File: src/rtl/hs_pkg.sv
// Shared constants for the ring halt and stop controller.
// Assumes 32-bit registers and eight rings per direction; the halt-flag
// bit positions are tied to that layout.
package hs_pkg;
    localparam int DATA_W   = 32;
    localparam int ADDR_W   = 6;
    localparam int RING_CNT = 8;
    localparam int RING_W   = $clog2(RING_CNT);

    localparam int TX_HALT_MSB = 31;
    localparam int RX_HALT_MSB = 23;

    localparam logic [ADDR_W-1:0] A_TX_BASE = 6'd0;
    localparam logic [ADDR_W-1:0] A_RX_BASE = A_TX_BASE + ADDR_W'(RING_CNT);
    localparam logic [ADDR_W-1:0] A_TX_PTR  = A_RX_BASE + ADDR_W'(RING_CNT);
    localparam logic [ADDR_W-1:0] A_RX_PTR  = A_TX_PTR + ADDR_W'(RING_CNT);
    localparam logic [ADDR_W-1:0] A_TX_STAT = A_RX_PTR + ADDR_W'(RING_CNT);
    localparam logic [ADDR_W-1:0] A_RX_STAT = A_TX_STAT + 6'd1;
    localparam logic [ADDR_W-1:0] A_CTRL    = A_TX_STAT + 6'd2;

    localparam int CTL_W = 3;

    // Control register: bit0 hold poll, bit1 rx soft stop, bit2 tx soft stop
    typedef struct packed {
        logic tx_stop;
        logic rx_stop;
        logic hold;
    } ctl_t;
endpackage

File: src/rtl/hs_ring_base.sv
// Base and current-pointer registers for one direction's rings.
// A write to ring i stores the data, aligned to 8 bytes, in both the base
// and the pointer of ring i. Assumes wr_idx is valid while wr_en is high.
module hs_ring_base #(
    parameter int RINGS = 8,
    parameter int DW    = 32
) (
    input  logic                       clk,
    input  logic                       rst_n,
    input  logic                       wr_en,
    input  logic [$clog2(RINGS)-1:0]   wr_idx,
    input  logic [DW-1:0]              wr_data,
    output logic [RINGS-1:0][DW-1:0]   base_o,
    output logic [RINGS-1:0][DW-1:0]   ptr_o
);
    localparam int RW = $clog2(RINGS);
    localparam logic [DW-1:0] ALIGN_MASK = ~{{(DW-3){1'b0}}, 3'b111};

    for (genvar g = 0; g < RINGS; g++) begin : g_ring
        // Store the aligned base and copy it to the ring's pointer.
        always_ff @(posedge clk) begin
            if (!rst_n) begin
                base_o[g] <= '0;
                ptr_o[g]  <= '0;
            end else if (wr_en && wr_idx == RW'(g)) begin
                base_o[g] <= wr_data & ALIGN_MASK;
                ptr_o[g]  <= wr_data & ALIGN_MASK;
            end
        end

        AST_PTR_FOLLOWS: assert property (@(posedge clk) disable iff (!rst_n)
            (wr_en && wr_idx == RW'(g)) |=> (ptr_o[g] == base_o[g]));
    end
endmodule

File: src/rtl/hs_walk_queue.sv
// Pending mask of ring-walk requests for one direction.
// New requests are ORed into the mask. Each cycle the lowest pending ring
// is issued on registered outputs and its bit is cleared.
module hs_walk_queue #(
    parameter int RINGS = 8
) (
    input  logic                      clk,
    input  logic                      rst_n,
    input  logic [RINGS-1:0]          req,
    output logic                      walk_valid,
    output logic [$clog2(RINGS)-1:0]  walk_ring
);
    localparam int RW = $clog2(RINGS);

    logic [RINGS-1:0] pend_q;
    logic [RINGS-1:0] pick_oh;
    logic [RW-1:0]    pick_idx;

    // Find the lowest pending ring.
    always_comb begin
        pick_idx = '0;
        for (int i = RINGS - 1; i >= 0; i--) begin
            if (pend_q[i]) pick_idx = RW'(i);
        end
        pick_oh = (|pend_q) ? (RINGS'(1) << pick_idx) : '0;
    end

    // Retire the issued ring, merge new requests, register the grant.
    always_ff @(posedge clk) begin
        if (!rst_n) begin
            pend_q     <= '0;
            walk_valid <= 1'b0;
            walk_ring  <= '0;
        end else begin
            pend_q     <= (pend_q & ~pick_oh) | req;
            walk_valid <= |pend_q;
            walk_ring  <= pick_idx;
        end
    end

    AST_WALK_NO_IDLE: assert property (@(posedge clk) disable iff (!rst_n)
        (|pend_q) |=> walk_valid);
endmodule

File: src/rtl/hs_stop_track.sv
// Graceful stop completion for one direction.
// A stop request made while no frame is in flight completes on the next
// edge. Otherwise it is held and completes once busy is seen low. Writing
// the stop bit as 0 drops a held request.
module hs_stop_track (
    input  logic clk,
    input  logic rst_n,
    input  logic ctrl_wr,
    input  logic stop_bit,
    input  logic busy,
    output logic done_o
);
    logic pend_q;

    // Decide between immediate and deferred completion.
    always_ff @(posedge clk) begin
        if (!rst_n) begin
            pend_q <= 1'b0;
            done_o <= 1'b0;
        end else begin
            done_o <= 1'b0;
            if (ctrl_wr && stop_bit) begin
                done_o <= !busy;
                pend_q <= busy;
            end else if (ctrl_wr) begin
                pend_q <= 1'b0;
            end else if (pend_q && !busy) begin
                done_o <= 1'b1;
                pend_q <= 1'b0;
            end
        end
    end

    AST_STOP_WHEN_IDLE: assert property (@(posedge clk) disable iff (!rst_n)
        done_o |-> !$past(busy)); // R7 (also R8)
endmodule

File: src/rtl/hs_poll_timer.sv
// Periodic transmit ring-0 poll timer.
// A control write with hold clear reloads it for one full period. At each
// expiry it requests a poll unless hold or tx stop is set. It re-arms
// while hold is clear and goes idle if hold is set. Needs PERIOD >= 2.
module hs_poll_timer #(
    parameter int PERIOD = 16
) (
    input  logic clk,
    input  logic rst_n,
    input  logic ctrl_wr,
    input  logic hold_new,
    input  logic hold_q,
    input  logic tx_stop_q,
    output logic poll_req
);
    localparam int CNT_W = $clog2(PERIOD);
    localparam logic [CNT_W-1:0] RELOAD = CNT_W'(PERIOD - 1);

    logic             active_q;
    logic [CNT_W-1:0] cnt_q;
    logic             expire;

    // Expiry and request qualification.
    always_comb begin
        expire   = active_q && (cnt_q == '0);
        poll_req = expire && !hold_q && !tx_stop_q;
    end

    // Count down, reload on restart or expiry, stop when held.
    always_ff @(posedge clk) begin
        if (!rst_n) begin
            active_q <= 1'b0;
            cnt_q    <= '0;
        end else if (ctrl_wr && !hold_new) begin
            active_q <= 1'b1;
            cnt_q    <= RELOAD;
        end else if (expire) begin
            active_q <= !hold_q;
            cnt_q    <= RELOAD;
        end else if (active_q) begin
            cnt_q    <= cnt_q - 1'b1;
        end
    end

    AST_POLL_STOP_HELD: assert property (@(posedge clk) disable iff (!rst_n)
        $fell(active_q) |-> $past(hold_q));
    AST_POLL_GAP: assert property (@(posedge clk) disable iff (!rst_n)
        poll_req |=> !poll_req);
endmodule

File: src/rtl/ring_halt_ctrl.sv
// Ring halt and stop controller top.
// Decodes register writes, keeps the halt flags and the control register,
// and turns status writes and poll expiries into walk requests. Tracks
// graceful stops per direction and provides a combinational read port.
// Assumes single-cycle writes, with one register per write.
module ring_halt_ctrl #(
    parameter int POLL_PERIOD = 16
) (
    input  logic        clk,
    input  logic        rst_n,
    input  logic        wr_en,
    input  logic [5:0]  wr_addr,
    input  logic [31:0] wr_data,
    input  logic [5:0]  rd_addr,
    output logic [31:0] rd_data,
    input  logic [7:0]  tx_halt_set,
    input  logic [7:0]  rx_halt_set,
    input  logic        tx_busy,
    input  logic        rx_busy,
    output logic        tx_walk_valid,
    output logic [2:0]  tx_walk_ring,
    output logic        rx_walk_valid,
    output logic [2:0]  rx_walk_ring,
    output logic        tx_stop_done,
    output logic        rx_stop_done
);
    import hs_pkg::*;

    localparam int RINGS = RING_CNT;
    localparam int RW    = RING_W;
    localparam int AW    = ADDR_W;

    logic wr_tx_base, wr_rx_base, wr_tstat, wr_rstat, wr_ctrl;
    logic [RINGS-1:0][DATA_W-1:0] tx_base, tx_ptr, rx_base, rx_ptr;
    logic [RINGS-1:0] tx_halt_q, rx_halt_q;
    logic [RINGS-1:0] tx_wr_bits, rx_wr_bits;
    logic [RINGS-1:0] tx_req, rx_req;
    ctl_t             ctl_q, ctl_new;
    logic             poll_req;

    // Write address decode.
    always_comb begin
        wr_tx_base = wr_en && (wr_addr[AW-1:RW] == A_TX_BASE[AW-1:RW]);
        wr_rx_base = wr_en && (wr_addr[AW-1:RW] == A_RX_BASE[AW-1:RW]);
        wr_tstat   = wr_en && (wr_addr == A_TX_STAT);
        wr_rstat   = wr_en && (wr_addr == A_RX_STAT);
        wr_ctrl    = wr_en && (wr_addr == A_CTRL);
        ctl_new    = ctl_t'(wr_data[CTL_W-1:0]);
    end

    // Map status data bits onto ring order.
    for (genvar i = 0; i < RINGS; i++) begin : g_bits
        assign tx_wr_bits[i] = wr_tstat && wr_data[TX_HALT_MSB - i];
        assign rx_wr_bits[i] = wr_rstat && wr_data[RX_HALT_MSB - i];
    end

    // Walk sources: tx kicks always, rx only on clear flags, plus the poll.
    always_comb begin
        tx_req = tx_wr_bits | {{(RINGS-1){1'b0}}, poll_req};
        rx_req = rx_wr_bits & ~rx_halt_q;
    end

    // Halt flags: set pulses win over write-one-to-clear.
    always_ff @(posedge clk) begin
        if (!rst_n) begin
            tx_halt_q <= '0;
            rx_halt_q <= '0;
        end else begin
            tx_halt_q <= (tx_halt_q & ~tx_wr_bits) | tx_halt_set;
            rx_halt_q <= (rx_halt_q & ~rx_wr_bits) | rx_halt_set;
        end
    end

    // Control register.
    always_ff @(posedge clk) begin
        if (!rst_n) ctl_q <= '0;
        else if (wr_ctrl) ctl_q <= ctl_new;
    end

    hs_ring_base #(.RINGS(RINGS), .DW(DATA_W)) u_tx_base (
        .clk(clk), .rst_n(rst_n), .wr_en(wr_tx_base),
        .wr_idx(wr_addr[RW-1:0]), .wr_data(wr_data),
        .base_o(tx_base), .ptr_o(tx_ptr));

    hs_ring_base #(.RINGS(RINGS), .DW(DATA_W)) u_rx_base (
        .clk(clk), .rst_n(rst_n), .wr_en(wr_rx_base),
        .wr_idx(wr_addr[RW-1:0]), .wr_data(wr_data),
        .base_o(rx_base), .ptr_o(rx_ptr));

    hs_poll_timer #(.PERIOD(POLL_PERIOD)) u_poll (
        .clk(clk), .rst_n(rst_n), .ctrl_wr(wr_ctrl),
        .hold_new(ctl_new.hold), .hold_q(ctl_q.hold),
        .tx_stop_q(ctl_q.tx_stop), .poll_req(poll_req));

    hs_walk_queue #(.RINGS(RINGS)) u_tx_q (
        .clk(clk), .rst_n(rst_n), .req(tx_req),
        .walk_valid(tx_walk_valid), .walk_ring(tx_walk_ring));

    hs_walk_queue #(.RINGS(RINGS)) u_rx_q (
        .clk(clk), .rst_n(rst_n), .req(rx_req),
        .walk_valid(rx_walk_valid), .walk_ring(rx_walk_ring));

    hs_stop_track u_tx_stop (
        .clk(clk), .rst_n(rst_n), .ctrl_wr(wr_ctrl),
        .stop_bit(ctl_new.tx_stop), .busy(tx_busy), .done_o(tx_stop_done));

    hs_stop_track u_rx_stop (
        .clk(clk), .rst_n(rst_n), .ctrl_wr(wr_ctrl),
        .stop_bit(ctl_new.rx_stop), .busy(rx_busy), .done_o(rx_stop_done));

    // Combinational read mux.
    always_comb begin
        rd_data = '0;
        if (rd_addr[AW-1:RW] == A_TX_BASE[AW-1:RW])     rd_data = tx_base[rd_addr[RW-1:0]];
        else if (rd_addr[AW-1:RW] == A_RX_BASE[AW-1:RW]) rd_data = rx_base[rd_addr[RW-1:0]];
        else if (rd_addr[AW-1:RW] == A_TX_PTR[AW-1:RW])  rd_data = tx_ptr[rd_addr[RW-1:0]];
        else if (rd_addr[AW-1:RW] == A_RX_PTR[AW-1:RW])  rd_data = rx_ptr[rd_addr[RW-1:0]];
        else if (rd_addr == A_TX_STAT) begin
            for (int i = 0; i < RINGS; i++) rd_data[TX_HALT_MSB - i] = tx_halt_q[i];
        end else if (rd_addr == A_RX_STAT) begin
            for (int i = 0; i < RINGS; i++) rd_data[RX_HALT_MSB - i] = rx_halt_q[i];
        end else if (rd_addr == A_CTRL) begin
            rd_data[CTL_W-1:0] = ctl_q;
        end
    end

    AST_HALT_CLEARED: assert property (@(posedge clk) disable iff (!rst_n)
        wr_tstat |=> ((tx_halt_q & $past(tx_wr_bits & ~tx_halt_set)) == '0));
endmodule

File: config.mk
export PLATFORM = sky130hd
export DESIGN_NAME = ring_halt_ctrl
export DESIGN_NICKNAME = d
export VERILOG_FILES = /design/src/rtl/hs_pkg.sv /design/src/rtl/hs_ring_base.sv /design/src/rtl/hs_walk_queue.sv /design/src/rtl/hs_stop_track.sv /design/src/rtl/hs_poll_timer.sv /design/src/rtl/ring_halt_ctrl.sv
export SDC_FILE = /design/constraint.sdc
export NUM_CORES = 1
export LEC_CHECK = 0
export BUFFER_PORTS_ARGS = -buffer_cell sky130_fd_sc_hd__buf_2
export CAP_MARGIN = 20
export CORE_ASPECT_RATIO = 0.75
export CORE_MARGIN = 2
export CORE_UTILIZATION = 50
export CTS_BUF_LIST = sky130_fd_sc_hd__clkbuf_2 sky130_fd_sc_hd__clkbuf_4 sky130_fd_sc_hd__clkbuf_8
export CTS_CLUSTER_DIAMETER = 60
export CTS_CLUSTER_SIZE = 10
export DETAILED_ROUTE_END_ITERATION = 6
export HOLD_SLACK_MARGIN = 0.12
export PLACE_DENSITY = 0.67
export SLEW_MARGIN = 20
export SYNTH_ARGS = -nofsm -noshare
export SYNTH_HDL_FRONTEND = slang
export SYNTH_SLANG_ARGS = --single-unit
export TNS_END_PERCENT = 20
File: constraint.sdc
create_clock -name clk -period 2.34 [get_ports clk]
set_input_delay 0.351 -clock clk [delete_from_list [all_inputs] [get_ports clk]]
set_output_delay 0.351 -clock clk [all_outputs]
set_load 0.005 [all_outputs]
==> results of run 1 <==
cell type report:
class	instances	area, um^2	share of cell area (%)
Clock inverter	1	7.51	0.0298
Timing Repair Buffer	289	2460	9.77
Multi-Input combinational cell	1857	10700	42.7
Tap cell	578	723	2.87
Inverter	11	48.8	0.194
Sequential cell	516	10300	41.1
Antenna cell	2	5.00	0.0199
Clock buffer	62	841	3.34
worst paths after layout:
path / from / end / slack, ns / depth (start not counted)
setup reg to reg: u_rx_q.pend_q[0] / u_rx_q.pend_q[7] / 0.80 / 4
hold reg to reg: u_tx_base.base_o[108] / u_tx_base.base_o[108] / 0.45 / 2
hold / removal: wr_data[11] / u_rx_base.ptr_o[75] / 0.15 / 3
setup / recovery: u_tx_base.base_o[124] / rd_data[28] / -0.25 / 6
power groups by stage:
stage / Combinational, W / Sequential [W] / Clock (W)
floorplan: 0.000645 / 0.00905 / 0
global placement: 0.00107 / 0.00907 / 0
detailed placement: 0.00108 / 0.00907 / 0
CTS: 0.00114 / 0.00887 / 0.00541
global route: 0.00123 / 0.00887 / 0.00576
finish: 0.00117 / 0.00887 / 0.00536
sequential cells by signal (all words and copies together) (netlist names), 3 cells and up:
signal / flops
u_rx_base.ptr_o: 203
tx_halt_q: 8
u_rx_base.base_o: 29
u_tx_q.walk_ring: 3
rx_halt_q: 8
u_tx_base.base_o: 232
u_tx_q.pend_q: 8
ctl_q: 3
u_rx_q.walk_ring: 3
u_poll.cnt_q: 4
u_rx_q.pend_q: 8
through the flow:
stage | hold WS, ns | utilization [%] | setup WS (ns) | instances
detailed placement | 0.445 | 54.8 | -0.0771 | 3213
floorplan | 0.413 | - | 0.259 | 2648
CTS | 0.131 | 57.7 | -0.271 | 3313
global placement | 0.438 | 54.8 | -0.0479 | 3213
global route | 0.142 | 57.8 | -0.306 | 3315
finish | 0.151 | 57.8 | -0.249 | 3316
worst max-delay path, stage by stage, from the launching register on:
cell and delay, ns:
sky130_fd_sc_hd__dfxtp_2 0.32, sky130_fd_sc_hd__mux4_2 0.47, sky130_fd_sc_hd__mux2i_2 0.18, sky130_fd_sc_hd__buf_4 0.16, sky130_fd_sc_hd__nor2_1 0.04, sky130_fd_sc_hd__a221o_1 0.30
sky130_fd_sc_hd__buf_6 0.13
what timing repair did:
action                     in CTS  in global routing
hold buffers                   37                  0
buffers inserted                1                  1
hold endpoints to repair      205                  0
resized for setup              17                 11
pin swaps                       1                  0
setup endpoints to repair      17                 20
placed cells by master, fill, tap and decap left out, types with 4 or more instances in the layout:
master,instances
sky130_fd_sc_hd__inv_1,10
sky130_fd_sc_hd__a221oi_1,9
sky130_fd_sc_hd__buf_6,4
sky130_fd_sc_hd__a21oi_1,480
sky130_fd_sc_hd__o21ai_0,8
sky130_fd_sc_hd__nor3_1,5
sky130_fd_sc_hd__and2_1,4
sky130_fd_sc_hd__nor2b_1,6
sky130_fd_sc_hd__nand3_1,10
sky130_fd_sc_hd__dlygate4sd3_1,37
sky130_fd_sc_hd__o22ai_1,12
sky130_fd_sc_hd__mux2i_1,92
sky130_fd_sc_hd__clkbuf_8,60
sky130_fd_sc_hd__dfxtp_1,503
sky130_fd_sc_hd__nand2_2,10
sky130_fd_sc_hd__nand3b_1,6
sky130_fd_sc_hd__buf_2,102
sky130_fd_sc_hd__mux2i_2,5
sky130_fd_sc_hd__nor2_2,9
sky130_fd_sc_hd__and3_1,5
sky130_fd_sc_hd__a22oi_1,13
sky130_fd_sc_hd__a21boi_0,14
sky130_fd_sc_hd__buf_12,35
sky130_fd_sc_hd__nor3b_1,5
sky130_fd_sc_hd__nand2_1,939
sky130_fd_sc_hd__o21a_1,19
sky130_fd_sc_hd__o211ai_1,6
sky130_fd_sc_hd__dfxtp_2,13
sky130_fd_sc_hd__nor2_1,33
sky130_fd_sc_hd__buf_4,111
sky130_fd_sc_hd__a221o_1,9
sky130_fd_sc_hd__a211oi_1,4
sky130_fd_sc_hd__o31ai_1,4
sky130_fd_sc_hd__nand2b_1,5
sky130_fd_sc_hd__mux4_2,89
sky130_fd_sc_hd__a22o_1,9
logic make-up (layout without fill, tap and decap cells):
| kind of cell | count (synthesis) | after routing | synth area share, % |
|---|---|---|---|
| buffers and inverters | 275 | 363 | 5.29 |
| xor gates and xnor gates | 3 | 3 | 0.119 |
| other | 0 | 2 | 0 |
| adders and majority gates | 1 | 1 | 0.0565 |
| and+or+nand+nor | 1064 | 1064 | 19.2 |
| AOI/OAI and AO/OA | 599 | 599 | 15.0 |
| muxes | 190 | 190 | 13.6 |
| DFF | 516 | 516 | 46.7 |
layer usage:
metal	vias up	wire length, um	track usage, %
li1	9026	-	-
met1	9689	31400	46.5
met2	1183	33000	49.5
met3	179	8880	6.48
met4	8	2180	10.4
met5	-	57	0
==> impl_metrics.json, run 1 <==
{
  "firstDrtPassIters": 7,
  "rsz0062_at_grt": "yes",
  "synthTopCellsByCount": "sky130_fd_sc_hd__nand2_1, sky130_fd_sc_hd__dfxtp_1, sky130_fd_sc_hd__a21oi_1, sky130_fd_sc_hd__clkbuf_1, sky130_fd_sc_hd__mux2i_1",
  "synth_ff_type": "sky130_fd_sc_hd__dfxtp_1",
  "overflow": 0,
  "detailroute.via_count": 20100,
  "yosys.area.top_type": "sky130_fd_sc_hd__dfxtp_1",
  "clk_pin_slew_ns": 0.07,
  "dieArea_um2": 46000,
  "groute.usage.overall_pct": 32.5,
  "ys_seq_area_share_pct": 46.7,
  "vdd_ir_drop_max_v": 0.000401,
  "worstSkewPairLatency_ns": 0.63,
  "netlist_instances": 2648,
  "outcome": "finished, violations left",
  "numClockSinks": 516,
  "die_w_um": 247,
  "combinationalPowerShare_pct": 7.6,
  "grt_max_degree": 105,
  "fillerInstances": 3807,
  "effective_utilization_at_floorplan_pct": 50.8,
  "dp.final_hpwl_um": 47000,
  "power.switching_w": 0.00383,
  "routedWlPerCell_um": 22.8,
  "power.leakage_nw": 8.65,
  "yosys_warnings": 0,
  "finalPower_w": 0.0154,
  "layout_skew_ns": 0.0108,
  "layout.cell_area.non_filler_um2": 25200,
  "netlist_top_cells_area": "sky130_fd_sc_hd__dfxtp_1, sky130_fd_sc_hd__nand2_1, sky130_fd_sc_hd__a21oi_1, sky130_fd_sc_hd__mux4_2, sky130_fd_sc_hd__mux2i_1",
  "synth-seq-cells": 516,
  "synthesis.area_um2": 22100,
  "cts.path.max_buffers": 3,
  "synth_edf_count": 0,
  "share_seq_of_total_power_pct": 57.6,
  "globalplace.congestion": 0.923,
  "floorplan.die.height_um": 186,
  "fraction_of_registers_with_async_set_or_reset_after_synthesis_pct": 0,
  "hold_viol": 0,
  "synth_largest_type_area_fraction_pct": 46.7,
  "ctsHtreeMaxLevel": 2,
  "wire_length_of_the_first_global_routing_pass_um": 113000,
  "via_density_per_instance": 6.06,
  "setup_viol": 13,
  "violations_in_the_final_reports": "setup timing",
  "cellPowerDensity_nw_per_um2": 612,
  "yosys.cell_count.top_type": "sky130_fd_sc_hd__nand2_1",
  "final_nets": 2798,
  "synth.net_count": 2714,
  "numPortBuffers": 106,
  "worst_slew_margin_rel_pct": 52.0,
  "fin_crit_sh_pct": 111,
  "dr.first_iter.drc_count": 2685,
  "drive_above_1_share_pct": 16.7,
  "power_report.internal_total_w": 0.0116,
  "core-area_um2": 43500,
  "fmax_mhz": 386,
  "cts_buffers": 57,
  "finalWorstSetupSlack_ns": -0.249,
  "placed_instance_area_um2": 23900,
  "post-route-drc-count": 0,
  "switching_share_pct": 24.9,
  "worstPathRequired_ns": 1.99,
  "totalNegativeSetupSlack_ns": -1.80,
  "routed_wl_um": 75600,
  "syn_to_final_growth_pct": 13.8,
  "finalWorstPathRequiredPeriod_ns": 2.59,
  "cts_tree": "done",
  "timing.critical_path.arrival_ns": 2.24,
  "distinct_cell_type_count_of_the_synthesized_netlist": 59,
  "core_rows": 66,
  "cap_violations": 0,
  "pin_count": 107,
  "cp-start-kind": "flop",
  "hp-class": "input pin to flop",
  "first_global_vias": 19000,
  "cts-root-buf": "sky130_fd_sc_hd__clkbuf_8",
  "postRouteAntennaNets": 0,
  "path_max_fanout": 2,
  "share_clk_of_total_power_pct": 34.8,
  "transition_at_the_pin_with_the_smallest_max_transition_slack_ns": 0.720,
  "critPathKind": "flop to primary output",
  "initial_antenna_violation_count": 5,
  "crit_path_end_kind": "primary output",
  "slew_viol_final": 0,
  "avgSynthCellArea_um2": 8.36
}
(Power assumes the default switching activity.)
==> run 2: changes to the inputs <==
Settings changed: ABC_AREA from default to 1.
==> run 2 against run 1 <==
The flow now finishes without violations; total power is 2.3% higher; register-to-register slack better by 0.12 ns; wire length is 0.80% higher; setup slack better by 0.41 ns; sequential power is 0.7% higher; synthesized area is 1.1% lower; synthesized cell count is 16% higher; largest power group unchanged; highest routed layer is now met4.
==> impl_metrics.json, run 2 <==
{
  "outcome": "complete, no violations",
  "fin_crit_sh_pct": 93.2,
  "firstDrtPassIters": 6,
  "numPortBuffers": 106,
  "worstPathRequired_ns": 1.99,
  "yosys.area.top_type": "sky130_fd_sc_hd__dfxtp_1",
  "fin_hold_ws_ns": 0.153,
  "routed_wl_um": 76200,
  "distinct_cell_type_count_of_the_synthesized_netlist": 31,
  "largest_registers": "u_tx_base.base_o (232), u_rx_base.ptr_o (203), u_rx_base.base_o (29)",
  "synthesis.area_um2": 21900,
  "groute.usage.overall_pct": 32.7,
  "layout_commonest_cell": "sky130_fd_sc_hd__nor2_1",
  "worstSkewPairLatency_ns": 0.66,
  "dp.final_hpwl_um": 46700,
  "effective_utilization_at_floorplan_pct": 50.6,
  "drive_above_1_share_pct": 9.88,
  "vdd_ir_drop_max_v": 0.000424,
  "setup_viol": 0,
  "dieArea_um2": 45500,
  "numClockSinks": 516,
  "path_cells": "buf_4 -> inv_4 -> nor2_4 -> buf_12 -> buf_12 -> nand2_1 -> o211ai_1 -> nand3_1 -> nand2_1 -> buf_2",
  "totalNegativeSetupSlack_ns": 0,
  "power_report.internal_total_w": 0.0116,
  "dr.first_iter.drc_count": 3204,
  "cts_buffers": 57,
  "power.switching_w": 0.00416,
  "share_seq_of_total_power_pct": 56.7,
  "ys_seq_area_share_pct": 47.2,
  "overflow": 0,
  "core_rows": 66,
  "syn_to_final_growth_pct": 11.5,
  "timing.critical_path.arrival_ns": 1.83,
  "postCtsHoldBufs": 55,
  "final_util_pct": 56.4,
  "initial_antenna_violation_count": 3,
  "slew_viol_final": 0,
  "cap_violations": 0,
  "cp.buffers_inverters": 5,
  "post_cts.repair.setup_buffers": 0,
  "cpPeakStageDelay_ns": 0.23,
  "synth_edf_count": 0,
  "path_max_fanout": 29,
  "switching_share_pct": 26.4,
  "yosys.cell_count.top_type": "sky130_fd_sc_hd__nor2_1",
  "synth-seq-cells": 516,
  "final_nets": 3191,
  "pin_count": 107,
  "rsz0062_at_grt": "no",
  "share_clk_of_total_power_pct": 33.9,
  "transition_at_the_pin_with_the_smallest_max_transition_slack_ns": 1.02,
  "grt_max_degree": 208,
  "synth_largest_type_area_fraction_pct": 47.2,
  "via_density_per_instance": 5.92,
  "core-area_um2": 43300,
  "cp_slowest_cell": "sky130_fd_sc_hd__buf_12",
  "critical-path-top-delay-family": "buffers and inverters",
  "cellPowerDensity_nw_per_um2": 646,
  "registers.top_by_ff_count": "u_tx_base.base_o",
  "post-route-drc-count": 0,
  "synth.net_count": 3128,
  "cts-root-buf": "sky130_fd_sc_hd__clkbuf_8",
  "power.leakage_nw": 9.99,
  "dpl_worst_slack_ns": 0.188,
  "layout_skew_ns": 0.0170,
  "finalNonFillerCells": 3706,
  "crit_path_end_kind": "primary output",
  "floorplan.die.height_um": 185,
  "yosys_warnings": 0,
  "finalWorstPathRequiredPeriod_ns": 2.18,
  "first_global_vias": 19900,
  "post_cts_resize_count": 0,
  "cp-start-kind": "input pin",
  "netlist_top_cells_area": "sky130_fd_sc_hd__dfxtp_1, sky130_fd_sc_hd__o21ai_0, sky130_fd_sc_hd__nor2_1, sky130_fd_sc_hd__a21oi_1, sky130_fd_sc_hd__nand2_1",
  "hold_viol": 0,
  "worst_slew_margin_rel_pct": 32.0,
  "post-place-cells": 3589,
  "ctsHtreeMaxLevel": 2,
  "routedWlPerCell_um": 20.6,
  "detailroute.via_count": 22000,
  "wire_length_of_the_first_global_routing_pass_um": 116000,
  "avgSynthCellArea_um2": 7.15,
  "reg2reg_slack_ns": 0.92,
  "finalWorstSetupSlack_ns": 0.160,
  "combinationalPowerShare_pct": 9.4,
  "antenna_cells": 0,
  "hp-class": "input pin to flop",
  "largest_register_ff_count": 232,
  "fraction_of_registers_with_async_set_or_reset_after_synthesis_pct": 0,
  "clk_pin_slew_ns": 0.08,
  "fmax_mhz": 459,
  "synthTopCellsByCount": "sky130_fd_sc_hd__nor2_1, sky130_fd_sc_hd__o21ai_0, sky130_fd_sc_hd__dfxtp_1, sky130_fd_sc_hd__nand2_1, sky130_fd_sc_hd__a21oi_1",
  "die_w_um": 246,
  "netlist_instances": 3062,
  "layout.cells.most_common_list": "sky130_fd_sc_hd__nor2_1, sky130_fd_sc_hd__o21ai_0, sky130_fd_sc_hd__dfxtp_1",
  "critPathKind": "input pin to primary output",
  "globalplace.congestion": 0.892,
  "cts_tree": "done",
  "postRouteAntennaNets": 0,
  "cts.path.max_buffers": 3,
  "synth_ff_type": "sky130_fd_sc_hd__dfxtp_1"
}
-- run 2: per-stage QoR --
step / power, W / instance area (um^2)
after global routing: 0.0162 / 24400
after detailed placement: 0.0105 / 23000
after global placement: 0.0105 / 23000
final: 0.0158 / 24400
after floorplan: 0.00993 / 21900
after CTS: 0.0158 / 24400
-- run 2: final cells by class --
cell class,instances,area (um^2)
Clock buffer,59,812
Clock inverter,3,26.3
Fill cell,4087,18900
Inverter,130,490
Multi-Input combinational cell,2168,9970
Sequential cell,516,10300
Tap cell,578,723
Timing Repair Buffer,252,2040
-- run 2: logic make-up (layout without fill, tap and decap cells) --
family,after synthesis,count (layout),share of synthesized area (%)
AO/OA/AOI/OAI,964,964,22.5
XOR/XNOR,1,1,0.0400
adder cells (fa/ha/maj),1,1,0.0572
buffers and inverters,378,444,7.30
flip-flops,516,516,47.2
AND/OR/NAND/NOR,1202,1202,22.9
-- run 2: final timing paths --
kind | end | startpoint | cells past startpoint
worst min register to register | u_tx_base.base_o[95] | u_tx_base.base_o[95] | 2
worst max register to register | u_poll.cnt_q[1] | u_poll.cnt_q[0] | 8
worst min-delay path | u_tx_base.base_o[44] | wr_data[12] | 3
worst max-delay path | rd_data[13] | rd_addr[0] | 10
-- run 2: worst register-to-register path, cell delays in order, from the launching register on --
cell                      delay, ns
sky130_fd_sc_hd__dfxtp_1       0.32
sky130_fd_sc_hd__inv_1         0.08
sky130_fd_sc_hd__ha_1          0.18
sky130_fd_sc_hd__nand3_1       0.12
sky130_fd_sc_hd__nor2_1        0.28
sky130_fd_sc_hd__inv_1         0.15
sky130_fd_sc_hd__nand3_1       0.11
sky130_fd_sc_hd__nor2_1        0.04
sky130_fd_sc_hd__nor2_1        0.09
-- run 2: power by group through the flow --
stage / clock [W] / combinational [W] / sequential (W)
final: 0.00535 / 0.00148 / 0.00893
after global routing: 0.00573 / 0.00159 / 0.00893
after CTS: 0.00540 / 0.00144 / 0.00893
after detailed placement: 0 / 0.00136 / 0.00913
after global placement: 0 / 0.00134 / 0.00913
after floorplan: 0 / 0.000824 / 0.00911
-- run 2: routing by layer --
layer	part of all wire [%]	vias to the layer above	track usage, %
met2	42	1268	48.3
met5	0	-	0
li1	-	10200	-
met1	45	10300	48.3
met3	11	137	5.77
met4	2.4	0	9.55
